**config.mk**
```make
export PLATFORM = sky130hd
export DESIGN_NAME = wr_master
export DESIGN_NICKNAME = d
export VERILOG_FILES = /design/src/rtl/wr_pkg.sv /design/src/rtl/wr_addr_chan.sv /design/src/rtl/wr_data_chan.sv /design/src/rtl/wr_resp_chan.sv /design/src/rtl/wr_master.sv
export SDC_FILE = /design/constraint.sdc
export NUM_CORES = 1
export LEC_CHECK = 0
export CORE_MARGIN = 1
export CORE_UTILIZATION = 45
export CTS_CLUSTER_DIAMETER = 150
export DETAILED_ROUTE_END_ITERATION = 10
export GPL_TIMING_DRIVEN = 1
export HOLD_SLACK_MARGIN = 0.06
export PLACE_DENSITY = 0.78
export SYNTH_ARGS = -nofsm -noshare
export SYNTH_HDL_FRONTEND = slang
export SYNTH_SLANG_ARGS = --single-unit
export TNS_END_PERCENT = 1
```
**constraint.sdc**
```tcl
create_clock -name clk -period 3.02 [get_ports clk]
set_input_delay 0.302 -clock clk [delete_from_list [all_inputs] [get_ports clk]]
set_output_delay 0.302 -clock clk [all_outputs]
set_load 0.01 [all_outputs]
```
**src/rtl/wr_pkg.sv**
```systemverilog
package wr_pkg;
  typedef enum logic [1:0] {
    RESP_OKAY   = 2'b00,
    RESP_EXOKAY = 2'b01,
    RESP_SLVERR = 2'b10,
    RESP_DECERR = 2'b11
  } resp_e;

  function automatic logic resp_is_error(input logic [1:0] code);
    return resp_e'(code) != RESP_OKAY;
  endfunction
endpackage

```
**src/rtl/wr_addr_chan.sv**
```systemverilog
module wr_addr_chan #(
  parameter int ADDR_W = 32,
  parameter int ID_W   = 4,
  parameter int LEN_W  = 2
) (
  input  logic              clk,
  input  logic              rst,
  input  logic              start,
  input  logic              clear,
  input  logic [ADDR_W-1:0] cmd_addr,
  input  logic [ID_W-1:0]   cmd_id,
  input  logic [LEN_W-1:0]  cmd_len,
  input  logic              aw_ready,
  output logic              aw_valid,
  output logic [ADDR_W-1:0] aw_addr,
  output logic [ID_W-1:0]   aw_id,
  output logic [LEN_W-1:0]  aw_len,
  output logic              aw_done
);
  always_ff @(posedge clk) begin
    if (rst) begin
      aw_valid <= 1'b0;
      aw_done  <= 1'b0;
      aw_addr  <= '0;
      aw_id    <= '0;
      aw_len   <= '0;
    end else begin
      if (start) begin
        aw_valid <= 1'b1;
        aw_done  <= 1'b0;
        aw_addr  <= cmd_addr;
        aw_id    <= cmd_id;
        aw_len   <= cmd_len;
      end else if (aw_valid && aw_ready) begin
        aw_valid <= 1'b0;
        aw_done  <= 1'b1;
      end else if (clear) begin
        aw_done  <= 1'b0;
      end
    end
  end
endmodule

```
**src/rtl/wr_data_chan.sv**
```systemverilog
module wr_data_chan #(
  parameter int DATA_W    = 32,
  parameter int MAX_BEATS = 4,
  parameter int LEN_W     = 2
) (
  input  logic                        clk,
  input  logic                        rst,
  input  logic                        start,
  input  logic                        clear,
  input  logic [LEN_W-1:0]            cmd_len,
  input  logic [MAX_BEATS*DATA_W-1:0] cmd_data,
  input  logic                        w_ready,
  output logic                        w_valid,
  output logic [DATA_W-1:0]           w_data,
  output logic                        w_last,
  output logic                        w_done
);
  logic [DATA_W-1:0] beat_mem [MAX_BEATS];
  logic [LEN_W-1:0]  idx;
  logic [LEN_W-1:0]  last_idx;
  logic [LEN_W-1:0]  idx_nxt;

  assign idx_nxt = idx + LEN_W'(1);

  always_ff @(posedge clk) begin
    if (start) begin
      for (int i = 0; i < MAX_BEATS; i++) begin
        beat_mem[i] <= cmd_data[i*DATA_W +: DATA_W];
      end
    end
  end

  always_ff @(posedge clk) begin
    if (rst) begin
      w_valid  <= 1'b0;
      w_last   <= 1'b0;
      w_done   <= 1'b0;
      w_data   <= '0;
      idx      <= '0;
      last_idx <= '0;
    end else begin
      if (start) begin
        w_valid  <= 1'b1;
        w_done   <= 1'b0;
        w_data   <= cmd_data[DATA_W-1:0];
        w_last   <= (cmd_len == '0);
        idx      <= '0;
        last_idx <= cmd_len;
      end else if (w_valid && w_ready) begin
        if (w_last) begin
          w_valid <= 1'b0;
          w_last  <= 1'b0;
          w_done  <= 1'b1;
        end else begin
          idx    <= idx_nxt;
          w_data <= beat_mem[idx_nxt];
          w_last <= (idx_nxt == last_idx);
        end
      end else if (clear) begin
        w_done <= 1'b0;
      end
    end
  end
endmodule

```
**src/rtl/wr_resp_chan.sv**
```systemverilog
module wr_resp_chan #(
  parameter int ID_W = 4
) (
  input  logic            clk,
  input  logic            rst,
  input  logic            aw_done,
  input  logic            w_done,
  input  logic [ID_W-1:0] exp_id,
  input  logic            b_valid,
  input  logic [ID_W-1:0] b_id,
  input  logic [1:0]      b_resp,
  output logic            b_ready,
  output logic            finish,
  output logic            done,
  output logic            done_err,
  output logic [ID_W-1:0] done_id
);
  assign finish = b_valid && b_ready && (b_id == exp_id);

  always_ff @(posedge clk) begin
    if (rst) begin
      b_ready  <= 1'b0;
      done     <= 1'b0;
      done_err <= 1'b0;
      done_id  <= '0;
    end else begin
      if (finish)                 b_ready <= 1'b0;
      else if (aw_done && w_done) b_ready <= 1'b1;
      done     <= finish;
      done_err <= finish && wr_pkg::resp_is_error(b_resp);
      if (finish) done_id <= b_id;
    end
  end
endmodule

```
**src/rtl/wr_master.sv**
```systemverilog
module wr_master #(
  parameter int ADDR_W    = 32,
  parameter int ID_W      = 4,
  parameter int DATA_W    = 32,
  parameter int MAX_BEATS = 4,
  localparam int LEN_W    = (MAX_BEATS > 1) ? $clog2(MAX_BEATS) : 1
) (
  input  logic                        clk,
  input  logic                        rst,
  input  logic                        cmd_valid,
  output logic                        cmd_ready,
  input  logic [ADDR_W-1:0]           cmd_addr,
  input  logic [ID_W-1:0]             cmd_id,
  input  logic [LEN_W-1:0]            cmd_len,
  input  logic [MAX_BEATS*DATA_W-1:0] cmd_data,
  output logic                        aw_valid,
  input  logic                        aw_ready,
  output logic [ADDR_W-1:0]           aw_addr,
  output logic [ID_W-1:0]             aw_id,
  output logic [LEN_W-1:0]            aw_len,
  output logic                        w_valid,
  input  logic                        w_ready,
  output logic [DATA_W-1:0]           w_data,
  output logic                        w_last,
  input  logic                        b_valid,
  output logic                        b_ready,
  input  logic [ID_W-1:0]             b_id,
  input  logic [1:0]                  b_resp,
  output logic                        done,
  output logic                        done_err,
  output logic [ID_W-1:0]             done_id
);
  logic start;
  logic finish;
  logic aw_done;
  logic w_done;

  assign start = cmd_valid && cmd_ready;

  always_ff @(posedge clk) begin
    if (rst)         cmd_ready <= 1'b1;
    else if (start)  cmd_ready <= 1'b0;
    else if (finish) cmd_ready <= 1'b1;
  end

  wr_addr_chan #(.ADDR_W(ADDR_W), .ID_W(ID_W), .LEN_W(LEN_W)) u_addr (
    .clk(clk), .rst(rst), .start(start), .clear(finish),
    .cmd_addr(cmd_addr), .cmd_id(cmd_id), .cmd_len(cmd_len),
    .aw_ready(aw_ready), .aw_valid(aw_valid), .aw_addr(aw_addr),
    .aw_id(aw_id), .aw_len(aw_len), .aw_done(aw_done)
  );

  wr_data_chan #(.DATA_W(DATA_W), .MAX_BEATS(MAX_BEATS), .LEN_W(LEN_W)) u_data (
    .clk(clk), .rst(rst), .start(start), .clear(finish),
    .cmd_len(cmd_len), .cmd_data(cmd_data), .w_ready(w_ready),
    .w_valid(w_valid), .w_data(w_data), .w_last(w_last), .w_done(w_done)
  );

  wr_resp_chan #(.ID_W(ID_W)) u_resp (
    .clk(clk), .rst(rst), .aw_done(aw_done), .w_done(w_done),
    .exp_id(aw_id), .b_valid(b_valid), .b_id(b_id), .b_resp(b_resp),
    .b_ready(b_ready), .finish(finish), .done(done),
    .done_err(done_err), .done_id(done_id)
  );
endmodule

```
==> run metrics, run 1 <==
largest net degree at the start of global routing=79; Final Critical Period=1.866 ns; CTS Buf Count=23; total number of vias=5951; Worst-Margin Slew=0.6922 ns; CP arrival=2.27 ns; FF-to-FF path depth=5; ys flop type=edfxtp_1; Critical Path Sink=u_data.w_data[18]$_SDFFE_PP0P_; VDD IR max=0.5356 mV; Worst setup SP type=flop; Final Hold Viols=0; synthesis-stage register bit count=213; Post-Synthesis Cell Area=0.008129 mm^2; syn_nets=833; # DRC=0; Max Slew Vio Count=0; post-synthesis sequential area ratio=68.22%; gr usage total=20.84%; r2r setup slk=1.15 ns; CTS tree=built; RePlAce Congestion=0.7672; 1st-pass router iterations=5; CORE AREA=0.01748 mm^2; port buffer count=258; DR WL/cell=17.20 um; DIE HEIGHT=136.4 um; Routed WL=19.77 mm; area delta synth->final=43.30%; Crit Path Class=reg -> reg; vias in the first global route=5841; setup violators final=0; Rel. slew slack=53.51%; most common cell in the netlist=nand2_1; Antenna diodes=0; Clk network pwr share=39.1%; hold path cells=2; DIE AREA=0.01861 mm^2; unrepaired setup endpoints after global routing=false; row cnt=48; P_int=0.005207 W; IO Count=259; final core occ=66.65%; CTS H-tree lvls=1; clock-pin slew on the worst setup and hold paths=0.06 ns; fraction of power spent switching nets=22.74%; endpoint class of the critical path=flop; leak pwr=4.016 nW; Yosys top cell area share=47.28%; Final #Nets=1085; DP HPWL=13.27 mm; outcome=completed; grt ovf=0; pwr dens=578.6 mW/mm^2; clock sink count=213; Final period util=61.79%; Post-synth top cells=nand2_1 (143), edfxtp_1 (128), dfxtp_1 (85); Iteration-0 DRC Markers=274; setup TNS=0 ns; Worst Skew=0.01582 ns; Max Fclk=535.9 MHz; power share of the combinational group=11.5%; cell count after synthesis=655; Avg Synthesized Cell Area=12.41 um^2; largest area contributor in the netlist=edfxtp_1; Req. time, crit path=3.42 ns; Synth area leaders=edfxtp_1 (47%), dfxtp_1 (21%), nand2_1 (6.6%); Antenna Nets Post-Route=0; async set or reset register ratio after synthesis=0%; CTS Hold Buffers Added=0; RR Endpoint=u_data.w_data[18]$_SDFFE_PP0P_; Critical Path Source=cmd_ready$_SDFFE_PP1P_; initial antenna violation count=0; Max clock buf depth=3; sw power=0.001533 W; root buf cell=clkbuf_16; setup bufs post-CTS=0; CTS resizes=0; synth warn=0; Yosys cell types=32; chip width=136.4 um; critical-path maximum fanout=22; Max Cap Violations=0; Seq pwr share=49.4%; routed vias/inst=5.179; initial core utilization=46.51%; Final Total Pwr=0.006740 W; first-pass GRT wire length=29.79 mm; share of post-route cells with drive strength above 1=6.602%; clk_lat worst skew=0.52 ns; worst r2r src=cmd_ready$_SDFFE_PP1P_; worst hold path type=in -> reg; number of synthesized flops with an enable pin=128
registers in the layout, summed over array words and instances, names as in the netlist, 2 cells and up:
register / count
u_addr.aw_len: 2
u_data.beat_mem: 128
u_data.w_data: 32
u_addr.aw_addr: 32
u_resp.done_id: 4
u_addr.aw_id: 4
u_data.idx: 2
worst min-delay path by stage:
stage / slack, ns / startpoint / end
2_1_floorplan: 0.40 / cmd_data[0] / u_data.beat_mem[0][0]$_DFFE_PP_
3_5_place_dp: 0.45 / u_data.w_data[8]$_SDFFE_PP0P_ / u_data.w_data[8]$_SDFFE_PP0P_
6_report: 0.31 / rst / u_addr.aw_addr[27]$_SDFFE_PP0P_
3_3_place_gp: 0.44 / u_data.w_data[22]$_SDFFE_PP0P_ / u_data.w_data[22]$_SDFFE_PP0P_
5_1_grt: 0.32 / cmd_data[70] / u_data.beat_mem[2][6]$_DFFE_PP_
4_1_cts: 0.30 / rst / u_data.w_valid$_SDFFE_PP0P_
cell usage in the layout (no fill, tap or decap), drive strengths merged:
cell             n
a2111oi          1
a211o            1
a211oi          32
a21o             1
a21oi           73
a221o           32
a221oi           1
a31oi            1
and2             1
and3b            1
buf             16
clkbuf          30
clkdlybuf4s50  257
clkinv           9
clkinvlp         2
dfxtp           85
edfxtp         128
inv              3
mux2i           36
nand2          145
nand2b           9
nand3            4
nor2             6
nor2b           33
nor3             3
nor3b            1
nor4             1
o21ai            3
xnor2            3
xor2             6
cell families after synthesis:
kind of cell           count (synthesis)  synth area share (%)
XOR/XNOR                               9                0.9697
buffers and inverters                 48                 3.063
AO/OA/AOI/OAI                        145                 12.07
flip-flops                           213                 68.22
AND/OR/NAND/NOR                      204                 11.25
multiplexers                          36                 4.433
final cells by class:
class / instances / area (um^2)
multi-input cells: 394 / 2342
flip-flops and latches: 213 / 5549
well taps: 225 / 281.5
fillers: 1342 / 5828
inverters: 2 / 12.51
clock buffers: 30 / 641.9
clock inverters: 12 / 78.83
repair buffers: 273 / 2743
metrics by stage:
stage	hold WS (ns)	instance area, um^2	setup WS (ns)	std cells
2_1_floorplan	0.4009	8129	0.1680	655
3_3_place_gp	0.4392	10930	0.7553	1107
3_5_place_dp	0.4463	10930	0.7084	1107
4_1_cts	0.2994	11650	1.156	1149
5_1_grt	0.3243	11650	1.043	1149
6_report	0.3056	11650	1.154	1149
critical path: stages (launching register included):
cell and delay, ns:
dfxtp_1 0.34, nand2_2 0.23, and2_1 0.47, buf_4 0.39, a221o_1 0.24, a21oi_1 0.07
metal layers:
metal / global-route usage (%) / routed length [um]
met5: 0 / 0
met4: 8.086 / 673
met3: 5.183 / 1472
met2: 35.96 / 9809
met1: 24.90 / 7812
power by group through the flow:
stage	clock [W]	combinational, W	sequential [W]
floorplan	0	0.000295	0.00341
global placement	0	0.000768	0.00338
detailed placement	0	0.000781	0.00339
CTS	0.00268	0.000785	0.00333
global route	0.00280	0.000841	0.00334
finish	0.00264	0.000776	0.00333
Note: power is estimated with default switching activity, not from simulation.
==> run 2, diff against run 1 <==
==> constraint.sdc (replaced) <==
create_clock -name clk -period 1.82 [get_ports clk]
set_input_delay 0.182 -clock clk [delete_from_list [all_inputs] [get_ports clk]]
set_output_delay 0.182 -clock clk [all_outputs]
set_load 0.01 [all_outputs]
==> run metrics, run 2 (synthesis gave the netlist of run 1 again) <==
outcome=completed; DP HPWL=14.32 mm; Cell Count, Final, Fillers Out=1172; FF-to-FF path depth=5; 1st-pass router iterations=4; Largest register FFs=128; Final period util=93.01%; worst r2r src=cmd_ready$_SDFFE_PP1P_; fraction of power spent switching nets=22.21%; Iteration-0 DRC Markers=272; IO Count=259; Req. time, crit path=1.64 ns; CORE AREA=0.01748 mm^2; gr usage total=21.49%; leak pwr=4.140 nW; Routed WL=20.09 mm; vias in the first global route=6102; clk_lat worst skew=0.50 ns; # DRC=0; CTS resizes=0; worst path bufs/invs=1; hold path cells=2; CP peak stage delay=0.61 ns; port buffer count=258; VDD IR max=0.8797 mV; RePlAce Congestion=0.7587; Clk network pwr share=37.9%; worst hold path startpoint=rst; first-pass GRT wire length=30.66 mm; Max Cap Violations=0; Final Hold Viols=0; worst hold path type=in -> reg; chip width=136.4 um; root buf cell=clkbuf_16; initial core utilization=46.51%; Top Registers=u_data.beat_mem (128), u_addr.aw_addr (32), u_data.w_data (32); Final Critical Period=1.693 ns; setup violators final=0; setup bufs post-CTS=0; Crit Path Class=reg -> out; total number of vias=6009; Final Total Pwr=0.01108 W; Final #Nets=1109; share of post-route cells with drive strength above 1=8.237%; Max Fclk=590.8 MHz; CP arrival=1.51 ns; area delta synth->final=46.07%; initial antenna violation count=0; CTS tree=built; endpoint class of the critical path=output port; Antenna diodes=0; Largest Register=u_data.beat_mem; commonest non-fill, non-tap cells in the layout=clkdlybuf4s50_1 (257), nand2_1 (143), edfxtp_1 (128), dfxtp_1 (84), a21oi_1 (73); RR Endpoint=u_data.w_data[19]$_SDFFE_PP0P_; Seq pwr share=49.8%; routed vias/inst=5.127; critical-path maximum fanout=6; unrepaired setup endpoints after global routing=false; CTS H-tree lvls=1; row cnt=48; Largest delay share family, worst path=buffers and inverters; CP cell instances=clkdlybuf4s50_1; pwr dens=933.2 mW/mm^2; final core occ=67.94%; Worst setup SP type=flop; power share of the combinational group=12.3%; Worst Skew=0.01379 ns; DIE HEIGHT=136.4 um; placed cell count=1131; CTS Hold Buffers Added=0; commonest non-fill, non-tap cell in the layout=clkdlybuf4s50_1; Fin Hold WS=0.1772 ns; Rel. slew slack=61.20%; CTS Buf Count=23; P_int=0.008620 W; sw power=0.002460 W; Worst-Margin Slew=0.5820 ns; setup TNS=0 ns; largest net degree at the start of global routing=53; DR WL/cell=17.14 um; clock-pin slew on the worst setup and hold paths=0.06 ns; DIE AREA=0.01861 mm^2; grt ovf=0; Max Slew Vio Count=0; critical path's slowest cell=clkdlybuf4s50_1; Hold Path End=u_data.w_valid$_SDFFE_PP0P_; Max clock buf depth=3; Antenna Nets Post-Route=0; r2r setup slk=0.25 ns; clock sink count=213
[run 2: cell count changes in the layout (fill, tap and decap cells not counted), sizes merged]
cell / before / now
buf: 16 / 40
clkinvlp: 2 / 0
inv: 3 / 4
clkinv: 9 / 6
clkbuf: 30 / 33
[run 2: worst reg2reg max path, delay by kind of cell, from the launching register on]
family                 cells  cell delay (ns)
AO/OA/AOI/OAI              2             0.50
buffers and inverters      1             0.18
AND/OR/NAND/NOR            2             0.39
flip-flops                 1             0.42
[run 2: layer usage]
layer	share of wire, %	global-route usage, %	vias to the layer above
met4	1.8	6.173	0
li1	-	-	2935
met3	7.5	5.518	27
met5	0	0	-
met2	52	38.66	199
met1	39	25.05	2848
[run 2: power groups by stage]
stage | Sequential, W | Combinational (W) | Clock [W]
floorplan | 0.00564 | 0.000493 | 0
global placement | 0.00561 | 0.00134 | 0
detailed placement | 0.00563 | 0.00137 | 0
CTS | 0.00553 | 0.00137 | 0.00430
global route | 0.00555 | 0.00147 | 0.00451
finish | 0.00552 | 0.00136 | 0.00419
[run 2: cell type report]
class | instances | area (um^2)
multi-input cells | 394 | 2342
clock buffers | 33 | 636.9
flip-flops and latches | 213 | 5549
clock inverters | 8 | 41.29
inverters | 2 | 12.51
well taps | 225 | 281.5
repair buffers | 297 | 3010
fillers | 1339 | 5603
[run 2: how the worst max path moves through the flow]
stage,slack [ns],endpoint,cells after the start,start
2_1_floorplan,0.04,u_data.beat_mem[0][0]$_DFFE_PP_,4,cmd_ready$_SDFFE_PP1P_
3_3_place_gp,0.07,u_data.w_data[21]$_SDFFE_PP0P_,6,cmd_valid
3_5_place_dp,-0.004,u_data.w_data[22]$_SDFFE_PP0P_,6,cmd_valid
4_1_cts,0.11,w_valid,1,u_data.w_valid$_SDFFE_PP0P_
5_1_grt,0.06,cmd_ready,1,cmd_ready$_SDFFE_PP1P_
6_report,0.13,w_valid,1,u_data.w_valid$_SDFFE_PP0P_
[run 2: stage by stage]
stage	setup WS, ns	cell area, um^2
floorplan	0.03927	8139
global placement	0.07321	11200
detailed placement	-0.003585	11200
CTS	0.1118	11870
global route	0.06463	11870
finish	0.1273	11870
==> run 3, diff against run 2 <==
--- a/config.mk
+++ b/config.mk
@@ -11,7 +11,7 @@
 export DETAILED_ROUTE_END_ITERATION = 10
 export GPL_TIMING_DRIVEN = 1
 export HOLD_SLACK_MARGIN = 0.06
-export PLACE_DENSITY = 0.78
+export PLACE_DENSITY = 0.8
 export SYNTH_ARGS = -nofsm -noshare
 export SYNTH_HDL_FRONTEND = slang
 export SYNTH_SLANG_ARGS = --single-unit
==> run metrics, run 3 (synthesis gave the netlist of run 1 again) <==
outcome=completed; Worst setup SP type=flop; Largest register FFs=128; Rel. slew slack=57.64%; worst hold path type=in -> reg; RePlAce Congestion=0.7489; gr usage total=21.38%; Routed WL=20.16 mm; DIE AREA=0.01861 mm^2; vias in the first global route=5922; total number of vias=5930; worst r2r src=cmd_ready$_SDFFE_PP1P_; P_int=0.008833 W; worst path bufs/invs=1; Fin Hold WS=0.2014 ns; port buffer count=258; CTS Hold Buffers Added=0; CTS H-tree lvls=1; CP arrival=1.50 ns; RR Endpoint=u_data.w_data[16]$_SDFFE_PP0P_; Worst-Margin Slew=0.6354 ns; Final Critical Period=1.683 ns; pwr dens=952.4 mW/mm^2; endpoint class of the critical path=output port; Req. time, crit path=1.64 ns; Clk network pwr share=39.3%; row cnt=48; filler cell count in the final layout=1289; area delta synth->final=46.44%; clock sink count=213; root buf cell=clkbuf_16; r2r setup slk=0.30 ns; Top Registers=u_data.beat_mem (128), u_addr.aw_addr (32), u_data.w_data (32); clock-pin slew on the worst setup and hold paths=0.06 ns; commonest non-fill, non-tap cell in the layout=clkdlybuf4s50_1; Crit Path Class=reg -> out; Iteration-0 DRC Markers=266; Worst Skew=0.01554 ns; critical-path maximum fanout=6; setup bufs post-CTS=0; initial core utilization=46.51%; Max clock buf depth=3; DR WL/cell=17.26 um; Max Cap Violations=0; CORE AREA=0.01748 mm^2; CTS Buf Count=23; routed vias/inst=5.077; Largest Register=u_data.beat_mem; CP peak stage delay=0.61 ns; share of post-route cells with drive strength above 1=7.749%; DIE HEIGHT=136.4 um; fraction of power spent switching nets=22.09%; CP cell instances=clkdlybuf4s50_1; footprint of the multi-input gates=0.002342 mm^2; IO Count=259; hold path cells=2; unrepaired setup endpoints after global routing=false; grt ovf=0; Cell Count, Final, Fillers Out=1168; Final period util=92.48%; FF-to-FF path depth=5; worst hold path startpoint=rst; Antenna Nets Post-Route=0; placed cell count=1125; Max Fclk=594.1 MHz; # DRC=0; clk_lat worst skew=0.50 ns; largest net degree at the start of global routing=64; power share of the combinational group=12.0%; Seq pwr share=48.7%; CTS resizes=0; setup violators final=0; setup TNS=0 ns; Largest delay share family, worst path=buffers and inverters; VDD IR max=0.7213 mV; commonest non-fill, non-tap cells in the layout=clkdlybuf4s50_1 (257), nand2_1 (143), edfxtp_1 (128), dfxtp_1 (84), a21oi_1 (73); sequential cell area=0.005549 mm^2; Max Slew Vio Count=0; CTS tree=built; initial antenna violation count=2; critical path's slowest cell=clkdlybuf4s50_1; chip width=136.4 um; DP HPWL=14.01 mm; Final Hold Viols=0; first-pass GRT wire length=30.63 mm; Final #Nets=1103; leak pwr=4.139 nW; Hold Path End=u_data.w_valid$_SDFFE_PP0P_; 1st-pass router iterations=4; sw power=0.002504 W
## run 3: worst register-to-register path, delay by kind of cell (launching register included)
kind | cells | cell delay (ns)
DFF | 1 | 0.39
and+or+nand+nor | 2 | 0.36
buffers and inverters | 1 | 0.17
AOI/OAI and AO/OA | 2 | 0.53
## run 3: final cells by class
type	instances	area share, %
flip-flops and latches	213	46.62
repair buffers	291	25.12
multi-input cells	394	19.68
clock buffers	34	5.518
well taps	225	2.365
clock inverters	8	0.5781
inverters	2	0.1051
diodes	1	0.02102
## run 3: worst max-delay path by stage
stage	from	endpoint	slack [ns]	cells after the start
2_1_floorplan	cmd_ready$_SDFFE_PP1P_	u_data.beat_mem[0][0]$_DFFE_PP_	0.04	4
3_3_place_gp	cmd_valid	u_data.w_data[28]$_SDFFE_PP0P_	0.06	6
3_5_place_dp	cmd_valid	u_data.w_data[20]$_SDFFE_PP0P_	0.007	6
4_1_cts	u_addr.aw_len[1]$_SDFFE_PP0P_	aw_len[1]	0.12	1
5_1_grt	u_addr.aw_len[1]$_SDFFE_PP0P_	aw_len[1]	0.09	1
6_report	u_data.w_valid$_SDFFE_PP0P_	w_valid	0.14	1
## run 3: power groups by stage
stage	sequential, W	combinational [W]	clock [W]
after floorplan	0.00564	0.000493	0
after global placement	0.00561	0.00134	0
after detailed placement	0.00562	0.00137	0
after CTS	0.00552	0.00138	0.00454
after global routing	0.00554	0.00148	0.00474
final	0.00552	0.00136	0.00445
## run 3: layer usage
metal	part of all wire (%)	wire length, um	GRT usage, %
met1	40	7987	26.15
met2	50	10150	37.79
met3	8.2	1643	4.922
met4	1.8	369	5.432
met5	0.050	10	0
## run 3: per-stage QoR
stage	power [W]	utilization, %	setup WS (ns)	instance area, um^2
after floorplan	0.006136	-	0.03927	8139
after detailed placement	0.006992	63.95	0.007014	11180
after global placement	0.006954	63.95	0.06409	11180
after global routing	0.01176	68.10	0.08870	11900
after CTS	0.01145	68.10	0.1156	11900
final	0.01134	68.11	0.1369	11900
